===== src/rtl/sdc_pkg.sv =====
package sdc_pkg;
    typedef enum logic [2:0] {
        S_IDLE,
        S_RESET,
        S_SEND,
        S_WAIT,
        S_RECV,
        S_CHECK
    } sdc_state_e;

    // control word bit positions
    localparam int CW_NEED = 6;
    localparam int CW_LONG = 7;
    localparam int CW_APP  = 8;
    localparam int CW_EN   = 9;
    localparam int CW_RST  = 10;
    localparam int CW_W    = 11;

    // status bit positions
    localparam int ST_FAIL = 0;
    localparam int ST_TMO  = 2;
    localparam int ST_OK   = 4;
    localparam int ST_SENT = 6;
    localparam int ST_W    = 7;

    localparam int SHORT_BITS = 48;
    localparam int LONG_BITS  = 136;
endpackage


===== src/rtl/sdc_crc7.sv =====
module sdc_crc7 #(
    parameter int W = 40
) (
    input  logic [W-1:0] din,
    output logic [6:0]   crc
);
    logic [6:0] acc;
    logic       fb;

    always_comb begin
        acc = '0;
        fb  = 1'b0;
        for (int i = W - 1; i >= 0; i--) begin
            fb  = din[i] ^ acc[6];
            acc = {acc[5:0], 1'b0};
            if (fb) acc = acc ^ 7'h09;
        end
        crc = acc;
    end
endmodule


===== src/rtl/sdc_flags.sv =====
module sdc_flags #(
    parameter int W = 7
) (
    input  logic         clk,
    input  logic         rst_n,
    input  logic         wipe,
    input  logic         clr_en,
    input  logic [W-1:0] clr_mask,
    input  logic [W-1:0] set_vec,
    output logic [W-1:0] flags
);
    logic [W-1:0] clr_eff;
    assign clr_eff = clr_en ? clr_mask : '0;

    always_ff @(posedge clk or negedge rst_n) begin
        if (!rst_n)    flags <= '0;
        else if (wipe) flags <= '0;
        else           flags <= (flags & ~clr_eff) | set_vec;
    end

    // a set flag survives unless its own clear bit was written
    p_sticky_r8: assert property (@(posedge clk) disable iff (!rst_n)
        !wipe |=> ((($past(flags) & ~$past(clr_eff)) & ~flags) == '0));
endmodule


===== src/rtl/sdc_cmd_issuer.sv =====
module sdc_cmd_issuer
    import sdc_pkg::*;
#(
    parameter int RSP_WAIT   = 64,
    parameter int RST_CYCLES = 4
) (
    input  logic        clk,
    input  logic        rst_n,
    input  logic        sd_tick,
    input  logic        arg_wr,
    input  logic [31:0] arg_wdata,
    input  logic        ctl_wr,
    input  logic [10:0] ctl_wdata,
    input  logic        clr_wr,
    input  logic [6:0]  clr_wdata,
    input  logic        cmd_in,
    output logic        cmd_out,
    output logic        cmd_oe,
    output logic        busy,
    output logic        reset_pending,
    output logic [6:0]  status,
    output logic [31:0] rsp_word0,
    output logic [31:0] rsp_word1,
    output logic [31:0] rsp_word2,
    output logic [31:0] rsp_word3,
    output logic [6:0]  rsp_echo
);
    localparam int WAIT_W = $clog2(RSP_WAIT + 1);
    localparam int RSTC_W = $clog2(RST_CYCLES + 1);
    localparam int CNT_W  = $clog2(LONG_BITS + 1);

    sdc_state_e state_q, state_d;

    logic [31:0]            arg_q;
    logic [5:0]             idx_q;
    logic                   need_q, long_q, app_q;
    logic [SHORT_BITS-1:0]  tx_sr;
    logic [LONG_BITS-1:0]   rx_sr;
    logic [CNT_W-1:0]       bit_cnt;
    logic [WAIT_W-1:0]      wait_cnt;
    logic [RSTC_W-1:0]      rst_cnt;
    logic [6:0]             crc_tx, crc_s, crc_l;
    logic                   start_cmd, start_rst, last_tx, wait_exp, last_rx, crc_good;
    logic [ST_W-1:0]        set_vec;

    sdc_crc7 #(.W(40))  u_crc_tx (.din({2'b01, ctl_wdata[5:0], arg_q}), .crc(crc_tx));
    sdc_crc7 #(.W(40))  u_crc_s  (.din(rx_sr[47:8]),   .crc(crc_s));
    sdc_crc7 #(.W(120)) u_crc_l  (.din(rx_sr[127:8]),  .crc(crc_l));

    // event decode
    always_comb begin
        start_rst = ctl_wr && (state_q == S_IDLE) && ctl_wdata[CW_RST];
        start_cmd = ctl_wr && (state_q == S_IDLE) && ctl_wdata[CW_EN] && !ctl_wdata[CW_RST];
        last_tx   = (state_q == S_SEND) && sd_tick && (bit_cnt == CNT_W'(SHORT_BITS - 1));
        wait_exp  = (state_q == S_WAIT) && sd_tick && cmd_in
                    && (wait_cnt == WAIT_W'(RSP_WAIT - 1));
        last_rx   = (state_q == S_RECV) && sd_tick
                    && (bit_cnt == (long_q ? CNT_W'(LONG_BITS - 1) : CNT_W'(SHORT_BITS - 1)));
        crc_good  = long_q ? (rx_sr[135:134] == 2'b00 && crc_l == rx_sr[7:1] && rx_sr[0])
                           : (rx_sr[47:46] == 2'b00 && crc_s == rx_sr[7:1] && rx_sr[0]);
        set_vec          = '0;
        set_vec[ST_SENT] = last_tx && !need_q;
        set_vec[ST_TMO]  = wait_exp;
        set_vec[ST_OK]   = (state_q == S_CHECK) && crc_good;
        set_vec[ST_FAIL] = (state_q == S_CHECK) && !crc_good;
    end

    // next state
    always_comb begin
        state_d = state_q;
        unique case (state_q)
            S_IDLE:  if (start_rst) state_d = S_RESET;
                     else if (start_cmd) state_d = S_SEND;
            S_RESET: if (rst_cnt == RSTC_W'(RST_CYCLES - 1)) state_d = S_IDLE;
            S_SEND:  if (last_tx) state_d = need_q ? S_WAIT : S_IDLE;
            S_WAIT:  if (sd_tick && !cmd_in) state_d = S_RECV;
                     else if (wait_exp) state_d = S_IDLE;
            S_RECV:  if (last_rx) state_d = S_CHECK;
            S_CHECK: state_d = S_IDLE;
            default: state_d = S_IDLE;
        endcase
    end

    // state register
    always_ff @(posedge clk or negedge rst_n) begin
        if (!rst_n) state_q <= S_IDLE;
        else        state_q <= state_d;
    end

    // outputs
    always_comb begin
        cmd_oe        = (state_q == S_SEND);
        cmd_out       = (state_q == S_SEND) ? tx_sr[SHORT_BITS-1] : 1'b1;
        busy          = (state_q != S_IDLE);
        reset_pending = (state_q == S_RESET);
    end

    // datapath
    always_ff @(posedge clk or negedge rst_n) begin
        if (!rst_n) begin
            arg_q <= '0; idx_q <= '0; need_q <= 1'b0; long_q <= 1'b0; app_q <= 1'b0;
            tx_sr <= '0; rx_sr <= '0; bit_cnt <= '0; wait_cnt <= '0; rst_cnt <= '0;
            rsp_word0 <= '0; rsp_word1 <= '0; rsp_word2 <= '0; rsp_word3 <= '0;
            rsp_echo <= '0;
        end else begin
            if (arg_wr) arg_q <= arg_wdata;
            unique case (state_q)
                S_IDLE: begin
                    rst_cnt <= '0;
                    if (start_cmd) begin
                        idx_q   <= ctl_wdata[5:0];
                        need_q  <= ctl_wdata[CW_NEED];
                        long_q  <= ctl_wdata[CW_LONG];
                        app_q   <= ctl_wdata[CW_APP];
                        tx_sr   <= {2'b01, ctl_wdata[5:0], arg_q, crc_tx, 1'b1};
                        bit_cnt <= '0;
                    end
                end
                S_RESET: begin
                    rst_cnt   <= rst_cnt + 1'b1;
                    rsp_word0 <= '0; rsp_word1 <= '0; rsp_word2 <= '0; rsp_word3 <= '0;
                    rsp_echo  <= '0;
                end
                S_SEND: if (sd_tick) begin
                    tx_sr    <= {tx_sr[SHORT_BITS-2:0], 1'b1};
                    bit_cnt  <= last_tx ? '0 : bit_cnt + 1'b1;
                    wait_cnt <= '0;
                end
                S_WAIT: if (sd_tick) begin
                    if (!cmd_in) begin
                        rx_sr   <= {rx_sr[LONG_BITS-2:0], cmd_in};
                        bit_cnt <= CNT_W'(1);
                    end else begin
                        wait_cnt <= wait_cnt + 1'b1;
                    end
                end
                S_RECV: if (sd_tick) begin
                    rx_sr   <= {rx_sr[LONG_BITS-2:0], cmd_in};
                    bit_cnt <= bit_cnt + 1'b1;
                end
                S_CHECK: if (crc_good) begin
                    if (long_q) begin
                        rsp_word0 <= rx_sr[127:96];
                        rsp_word1 <= rx_sr[95:64];
                        rsp_word2 <= rx_sr[63:32];
                        rsp_word3 <= rx_sr[31:0];
                        rsp_echo  <= {app_q, rx_sr[133:128]};
                    end else begin
                        rsp_word0 <= rx_sr[39:8];
                        rsp_echo  <= {app_q, rx_sr[45:40]};
                    end
                end
                default: ;
            endcase
        end
    end

    sdc_flags #(.W(ST_W)) u_flags (
        .clk(clk), .rst_n(rst_n), .wipe(start_rst),
        .clr_en(clr_wr), .clr_mask(clr_wdata),
        .set_vec(set_vec), .flags(status)
    );

    // frame opens with a start bit of 0 and closes with an end bit of 1
    p_start_bit_r2: assert property (@(posedge clk) disable iff (!rst_n)
        $rose(cmd_oe) |-> !cmd_out);
    p_end_bit_r2: assert property (@(posedge clk) disable iff (!rst_n)
        last_tx |-> cmd_out);
    // wait counter never passes the window
    p_wait_bound_r7: assert property (@(posedge clk) disable iff (!rst_n)
        (state_q == S_WAIT) |-> (wait_cnt < WAIT_W'(RSP_WAIT)));
    // at most one outcome flag per command end
    p_one_outcome_r4: assert property (@(posedge clk) disable iff (!rst_n)
        $onehot0({set_vec[ST_OK], set_vec[ST_FAIL], set_vec[ST_TMO], set_vec[ST_SENT]}));
    // a reset request while busy does not start a reset
    p_busy_ignore_r10: assert property (@(posedge clk) disable iff (!rst_n)
        (busy && !reset_pending && ctl_wr && ctl_wdata[CW_RST]) |=> !reset_pending);
    // reset phase is bounded
    p_reset_len_r9: assert property (@(posedge clk) disable iff (!rst_n)
        reset_pending |-> (rst_cnt < RSTC_W'(RST_CYCLES)));
endmodule


===== config.mk =====
export PLATFORM = sky130hd
export DESIGN_NAME = sdc_cmd_issuer
export DESIGN_NICKNAME = d
export VERILOG_FILES = /design/src/rtl/sdc_pkg.sv /design/src/rtl/sdc_crc7.sv /design/src/rtl/sdc_flags.sv /design/src/rtl/sdc_cmd_issuer.sv
export SDC_FILE = /design/constraint.sdc
export NUM_CORES = 1
export LEC_CHECK = 0
export BUFFER_PORTS_ARGS = -buffer_cell sky130_fd_sc_hd__buf_2
export CORE_MARGIN = 3
export CORE_UTILIZATION = 60
export CTS_BUF_LIST = sky130_fd_sc_hd__clkbuf_4 sky130_fd_sc_hd__clkbuf_8
export CTS_CLUSTER_DIAMETER = 60
export DETAILED_ROUTE_END_ITERATION = 8
export GPL_TIMING_DRIVEN = 0
export PLACE_DENSITY = 0.79
export SYNTH_ARGS = -nofsm -noshare
export SYNTH_HDL_FRONTEND = slang
export SYNTH_SLANG_ARGS = --single-unit

===== constraint.sdc =====
create_clock -name clk -period 15.8 [get_ports clk]
set_clock_uncertainty 0.15 [all_clocks]
set_input_delay 0.79 -clock clk [delete_from_list [all_inputs] [get_ports clk]]
set_output_delay 0.79 -clock clk [all_outputs]
set_load 0.005 [all_outputs]

* Yosys cells after proc, flatten, opt, wreduce, memory -nomap -nowiden
Index checks and enable logic that the tools add are counted.
** Cells by class
- Add/subtract/negate cells :: 3
- Multipliers :: 0
- Divide/modulo/power cells :: 0
- Magnitude comparators :: 0
- Equality and inequality tests :: 24
- Shifts and indexed selects :: 0
- Muxes and demuxes :: 246
- Bitwise logic cells :: 393
- Reduce and logical (&&, ||, !) cells :: 41
** Operators by type and width (count)
- 2-to-1 mux 4 bit :: 198
- 2-to-1 mux 136 bit :: 3
- NOT 2 bit :: 195
- case mux 136 bit (2 select lines) :: 1
- 2-to-1 mux 32 bit :: 8
- case mux 32 bit (2 select lines) :: 4
- XOR 1 bit :: 186
- 2-to-1 mux 48 bit :: 2
- case mux 48 bit (2 select lines) :: 1
- 2-to-1 mux 8 bit :: 7
- 2-to-1 mux 7 bit :: 6
- case mux 8 bit (4 select lines) :: 1
- case mux 7 bit (2 select lines) :: 2
- 2-to-1 mux 3 bit :: 7
- logical AND 1 bit :: 19
- inequality test 2 bit (second input constant) :: 9
- case mux 3 bit (5 select lines) :: 1
- equality test 7 bit :: 2
- nonzero test 2 bit :: 5
- equality test 3 x 2 -> 1 bit (second input constant) :: 3
- XOR 1 bit (second input constant) :: 9
- adder 8 x 1 -> 8 bit (second input constant) :: 1
- equality test 8 x 6 -> 1 bit (second input constant) :: 1
- equality test 8 bit :: 1
- other kinds (25) :: 35
** Storage, ports and cells
- Bits in registers :: 382
- Bits in latches :: 0
- Memory bits (writable) :: 0
- ROM bits :: 0
- Input bits :: 57
- Output and inout bits :: 146
- Word-level logic and storage cells :: 723
- Memories :: 0

* Longest topological paths before layout
- Word-level depth :: 247
- Depth in mapped cells :: 20
- Mapped depth without buffers :: 16

* Modules after synthesis
Synthesis repeated with hierarchy kept, for this count alone.
** Unflattened totals
- Cell total of the unflattened synthesis :: 1898
- Area total of the unflattened synthesis :: 22501.6 µm²
** By module, submodules not included
- sdc_cmd_issuer :: times used 1, cells each 1490, area each 16884.9 µm², sequential area each 9384.0 µm²
- sdc_crc7 (u_crc_l) :: times used 1, cells each 258, area each 3333.2 µm², sequential area each 0.0 µm²
- sdc_crc7 (u_crc_s ...) :: times used 2, cells each 61, area each 997.2 µm², sequential area each 0.0 µm²
- sdc_flags :: times used 1, cells each 28, area each 289.0 µm², sequential area each 175.2 µm²

* Worst setup path after synthesis
No wires, ideal clock.
- Kind :: reg-to-reg
- Start point :: register rx_sr[125]
- End point :: register rsp_word0[20]
- Data arrival time :: 6.135 ns
- Setup slack :: 9.394 ns
- Cell stages (with the launch flop) :: 21
- Path buffers :: 4
- Clock period less this slack :: 6.406 ns
- Path through :: dfrtp_1 buf_2 xnor2_1 xor3_1 xnor3_2 xor2_2 xnor3_1 xor3_2 xnor3_2 xor2_1 xnor3_2 xor3_1 xnor3_1 or3_1 a221oi_2 and2_1 buf_4 o21ai_2 buf_4 buf_6 o2bb2ai_2
** Between the ends
- Cells in the longest elaborated chain, start to end :: 108
- Elaborated cells on any way between the ends :: 339
** RTL lines
- start: declaration :: RTL line sdc_cmd_issuer.sv:38 : logic [LONG_BITS-1:0] rx_sr;
- start signal: assignment :: RTL line sdc_cmd_issuer.sv:131 : rx_sr <= {rx_sr[LONG_BITS-2:0], cmd_in};
- start signal: assignment :: RTL line sdc_cmd_issuer.sv:138 : rx_sr <= {rx_sr[LONG_BITS-2:0], cmd_in};
- XOR 1 bit * :: RTL line sdc_crc7.sv:14 : fb = din[i] ^ acc[6];
- 2-to-1 mux 4 bit * :: RTL line sdc_crc7.sv:16 : if (fb) acc = acc ^ 7'h09;
- 2-to-1 mux 4 bit (2 in series) :: RTL line sdc_crc7.sv:16
- NOT 2 bit (no source line)
- 2-to-1 mux 4 bit :: RTL line sdc_crc7.sv:16
- XOR 1 bit :: RTL line sdc_crc7.sv:14
- 2-to-1 mux 4 bit (3 in series) :: RTL line sdc_crc7.sv:16
- NOT 2 bit (no source line)
- [86 not listed]
- 2-to-1 mux 4 bit (3 in series) :: RTL line sdc_crc7.sv:16
- NOT 2 bit (no source line)
- 2-to-1 mux 4 bit :: RTL line sdc_crc7.sv:16
- equality test 7 bit * :: RTL line sdc_cmd_issuer.sv:59 : crc_good = long_q ? (rx_sr[135:134] == 2'b00 && crc_l == rx_sr[7:1] && rx_sr[0])
- logical AND 1 bit * (2 in series) :: RTL line sdc_cmd_issuer.sv:59
- 2-to-1 mux 1 bit * :: RTL line sdc_cmd_issuer.sv:59
- inequality test 2 bit (no source line) *
- AND reduction 2 bit (no source line) *
- end signal: assignment :: RTL line sdc_cmd_issuer.sv:143 : rsp_word0 <= rx_sr[127:96];
- end signal: assignment :: RTL line sdc_cmd_issuer.sv:149 : rsp_word0 <= rx_sr[39:8];
- end: declaration :: RTL line sdc_cmd_issuer.sv:22 : output logic [31:0] rsp_word0,
Every way passes the cells marked *; elsewhere a longest branch is shown, timed or not.
A chain may end at the register's enable or synchronous reset.

* Worst setup path in the final report
- Start point :: register rx_sr[121]
- End point :: register rsp_word1[3]
** Between the ends
- Cells in the longest elaborated chain, start to end :: 105
- Elaborated cells on any way between the ends :: 327
** RTL lines
- XOR 1 bit * :: RTL line sdc_crc7.sv:14
- 2-to-1 mux 4 bit * :: RTL line sdc_crc7.sv:16
- 2-to-1 mux 4 bit (2 in series) :: RTL line sdc_crc7.sv:16
- NOT 2 bit (no source line)
- 2-to-1 mux 4 bit :: RTL line sdc_crc7.sv:16
- XOR 1 bit :: RTL line sdc_crc7.sv:14
- 2-to-1 mux 4 bit (3 in series) :: RTL line sdc_crc7.sv:16
- NOT 2 bit (no source line)
- [84 not listed]
- 2-to-1 mux 4 bit :: RTL line sdc_crc7.sv:16
- XOR 1 bit :: RTL line sdc_crc7.sv:14
- 2-to-1 mux 4 bit (2 in series) :: RTL line sdc_crc7.sv:16
- equality test 7 bit * :: RTL line sdc_cmd_issuer.sv:59
- logical AND 1 bit * (2 in series) :: RTL line sdc_cmd_issuer.sv:59
- 2-to-1 mux 1 bit * :: RTL line sdc_cmd_issuer.sv:59
- inequality test 2 bit (no source line) *
- AND reduction 3 bit (no source line) *
- end signal: assignment :: RTL line sdc_cmd_issuer.sv:144 : rsp_word1 <= rx_sr[95:64];
- end: declaration :: RTL line sdc_cmd_issuer.sv:23 : output logic [31:0] rsp_word1,
Marked as above.

==> out/results.tsv <==
stage	metric	value	unit
setup_path	type of element launching the critical path	flip-flop	
timing	setup repair after global routing missed its margin	no	
timing	share of the cycle needed by the critical path after routing	0.469	
grt	wire length of the first global-routing pass	87.1	mm
cts	clock tree from TritonCTS	done	
yosys	per-instance average area after synthesis	11.2	sq um
timing	number of failing setup endpoints in the final timing report	0	
routing	post-detailed-route count of antenna-violating nets	0	
cts	clk sink count	382	
setup_path	kind of critical path	reg2reg	
cts	total number of H-tree levels	3	
cts	TritonCTS buffer count	66	
yosys	post-synthesis net count	1958	
outcome	result of the run	finished, final reports clean	
placed_design	number of input and output port buffers inserted	200	
cts	clock tree root driver cell	clkbuf_8	
power_and_ir_drop	static leakage power	0.0116	uW
final_layout	fraction of final layout cells sized beyond drive strength 1	0.252	
yosys	post-synthesis register bit count	382	
setup_path	Worst path max stage delay	550	ps
routing	DRT iter0 DRCs	1123	
setup_path	capturing element type of the critical path	flip-flop	
placed_design	detailed placement HPWL	39.4	mm
setup_path	CP Cell Sequence	xor2_1, xor3_1, xnor3_2, xor2_2, xnor3_1, xor3_2, xnor2_1, xnor3_1, xnor2_1, xnor3_1, xnor3_1, or3_1, a221oi_2, and2_1, buf_4, buf_2, buf_4, o211ai_1	
power_and_ir_drop	power density over the cells	136	nW/um^2
flow_run	number of max-capacitance violations reported	0	
cts	CTS max path bufs	3	
worst_hold_path	type of the worst min-delay path	in2reg	
floorplan	die area	37800	sq um
setup_path	data arrival time at the worst-slack endpoint	7730	ps
timing	count of final max-slew check failures	0	
timing	transition time of the tightest slew-check pin	1010	ps
timing	highest attainable clock frequency	135	MHz
timing	post-layout min period	7410	ps
setup_path	library cell contributing the largest single delay on the critical path	xnor3_1	
grt	initial antenna violation count	2	
final_layout	most common library cell in the layout ignoring fill and taps	dfrtp_1	
yosys	most used flip-flop cell after synthesis	dfrtp_1	
floorplan	Std-Cell Core Area	34800	sq um
grt	vias in the first global route	16047	
floorplan	number of placement rows	68	
setup_path	critical-path maximum fanout	10	
grt	overall global routing resource usage	0.288	
floorplan	die height	194	um
placed_design	placed cell areas	23000	sq um
routing	average wire length per cell after detail routing	20.2	um
yosys	Synth area leader	dfrtp_1	
final_layout	nets@finish	2230	
floorplan	Chip Width	194	um
final_layout	design area	24400	sq um
final_layout	layout-stage area growth over the synthesis result	14.3	%
yosys	synthesized netlist cell count	1897	
routing	Residual DRC	0	
placed_design	routability cong.	0.915	
final_layout	count of fill cells added during filler insertion	2537	
setup_path	kind of cell with the highest combined delay on the critical path	XOR/XNOR gates	
routing	wirelength, routed	54.0	mm
cts	later-pin clock latency in the skew report	630	ps
yosys	Seq/Total Area, Yosys	0.448	
yosys	async set-reset flop share out of synthesis	1.00	
yosys	EDFF count, synth	0	
setup_path	critical path required time	16120	ps
cts	number of resized instances in the post-cts repair step	0	
floorplan	Ports	203	
yosys	Syn Std Cell Area	21300	sq um
final_layout	flip-flop and latch area	9560	sq um
yosys	Distinct cells, synth	59	
setup_path	cell with the most instances on the worst path	xnor3_1	
final_layout	area occupied by multi-input gates	11200	sq um
setup_path	number of buffer and inverter instances along the worst setup path	3	
yosys	Syn. warnings	0	
final_layout	most used cells in the layout excluding fill and tap cells	382 x dfrtp_1, 328 x nand2_1, 223 x xnor2_1, 213 x buf_2, 169 x mux2_2	
cts	# Post-CTS Setup Buffers	0	
routing	via-per-instance ratio	5.80	
floorplan	Initial Util	0.613	
routing	number of vias in the routed layout	15512	
yosys	area share of the largest cell type after synthesis	0.448	
timing	worst-case headroom to the max-slew limit	0.324	
grt	maximum number of pins on one net before global-route repair	121	
cts	number of hold-repair buffers added at the cts stage	1	
cts	CTS clk-pin slew, worst paths	60	ps
power_and_ir_drop	IR drop worst, VDD	0.133	mV
timing	setup_tns	0	ps
grt	aggregate global routing overflow	0	
timing	count of final hold-check violations	0	
routing	total iterations of the first detailed-routing run	6	
yosys	top area cells in the synthesized netlist	dfrtp_1 45%, xnor2_1 9.2%, mux2_2 8.9%	
==> Yosys cell counts, drive strengths merged, types with 2 or more instances <==
| library cell | n |
|---|---|
| xor3 | 14 |
| o31ai | 7 |
| mux2i | 40 |
| o211ai | 94 |
| and2 | 4 |
| nand2b | 5 |
| nand4 | 2 |
| inv | 4 |
| nand3 | 106 |
| or3 | 7 |
| nor2b | 6 |
| and3 | 10 |
| xnor2 | 229 |
| a31oi | 42 |
| a21oi | 13 |
| buf | 38 |
| nand2 | 328 |
| xnor3 | 71 |
| dfrtp | 382 |
| ha | 4 |
| mux2 | 169 |
| nor2 | 65 |
| xor2 | 84 |
| o21ai | 25 |
| o2111ai | 2 |
| o22ai | 2 |
| o2bb2ai | 38 |
| a22o | 2 |
| or2 | 3 |
| clkbuf | 80 |
| nor3 | 6 |
==> cells by family after synthesis <==
logic type,after synthesis,synth area share
xor gates and xnor gates,398,0.224
and+or+nand+nor,549,0.109
buffers and inverters,122,0.0269
muxes,209,0.108
DFF,382,0.448
AOI/OAI and AO/OA,233,0.0814
adders and majority gates,4,0.00235
==> metal layers <==
| metal | vias to the layer above | part of all wire | GRT usage |
|---|---|---|---|
| met5 | - | 0.00013 | 0 |
| met4 | 2 | 0.028 | 0.0963 |
| met3 | 104 | 0.083 | 0.0705 |
| met2 | 570 | 0.47 | 0.458 |
| met1 | 7712 | 0.42 | 0.391 |
| li1 | 7124 | - | - |
==> state kept, by name (all words and copies together) (netlist names) <==
register,flops
rx_sr,136
tx_sr,48
arg_q,32
rsp_word0,32
rsp_word1,32
rsp_word2,32
rsp_word3,32
bit_cnt,8
rsp_echo,7
u_flags.flags,7
wait_cnt,7
rst_cnt,3
state_q,3
app_q,1
long_q,1
need_q,1
==> worst reg2reg max path: stages, from the launching register on <==
cell      delay [ps]
dfrtp_1          490
xor2_1           400
xor3_1           500
xnor3_2          490
xor2_2           320
xnor3_1          500
xor3_2           470
xnor2_1          390
xnor3_1          550
xnor2_1          360
xnor3_1          440
xnor3_1          380
or3_1            390
a221oi_2         340
and2_1           180
buf_4            160
buf_2            380
buf_4            260
o211ai_1         130
==> cell type report <==
cell class | instances | share of cell area
sequential | 382 | 0.392
multi-input combinational | 1393 | 0.459
buffer | 118 | 0.0229
tap | 455 | 0.0234
timing repair buffer | 204 | 0.0453
inverter | 4 | 0.000616
antenna | 1 | 0.000103
clock inverter | 17 | 0.00431
clock buffer | 100 | 0.0516
==> per-stage QoR <==
step	hold WS (ps)	cells	power (uW)	setup slack, ps	util
5_1_grt	218	2673	3490	8150	0.700
2_1_floorplan	283	1897	2090	9390	-
6_report	219	2674	3300	8390	0.700
3_3_place_gp	301	2552	2340	6530	0.658
3_5_place_dp	310	2555	2370	8490	0.660
4_1_cts	183	2673	3310	8470	0.700
==> final timing paths <==
kind,slack [ps],endpoint,cells after the start,from
worst max register to register,8390,rsp_word1[3],18,rx_sr[121]
max in group asynchronous,13570,tx_sr[21],4,rst_n
worst min register to register,330,tx_sr[0],1,tx_sr[0]
worst min-delay path,220,need_q,3,ctl_wdata[6]
worst max-delay path,8390,rsp_word1[3],18,rx_sr[121]
min in group asynchronous,530,rsp_word0[20],2,rst_n
==> power breakdown <==
group	switching [uW]	internal, uW
combinational	663	510
sequential	112	1090
clock	418	511
total	1190	2110
Note: power is estimated with default switching activity, not from simulation.
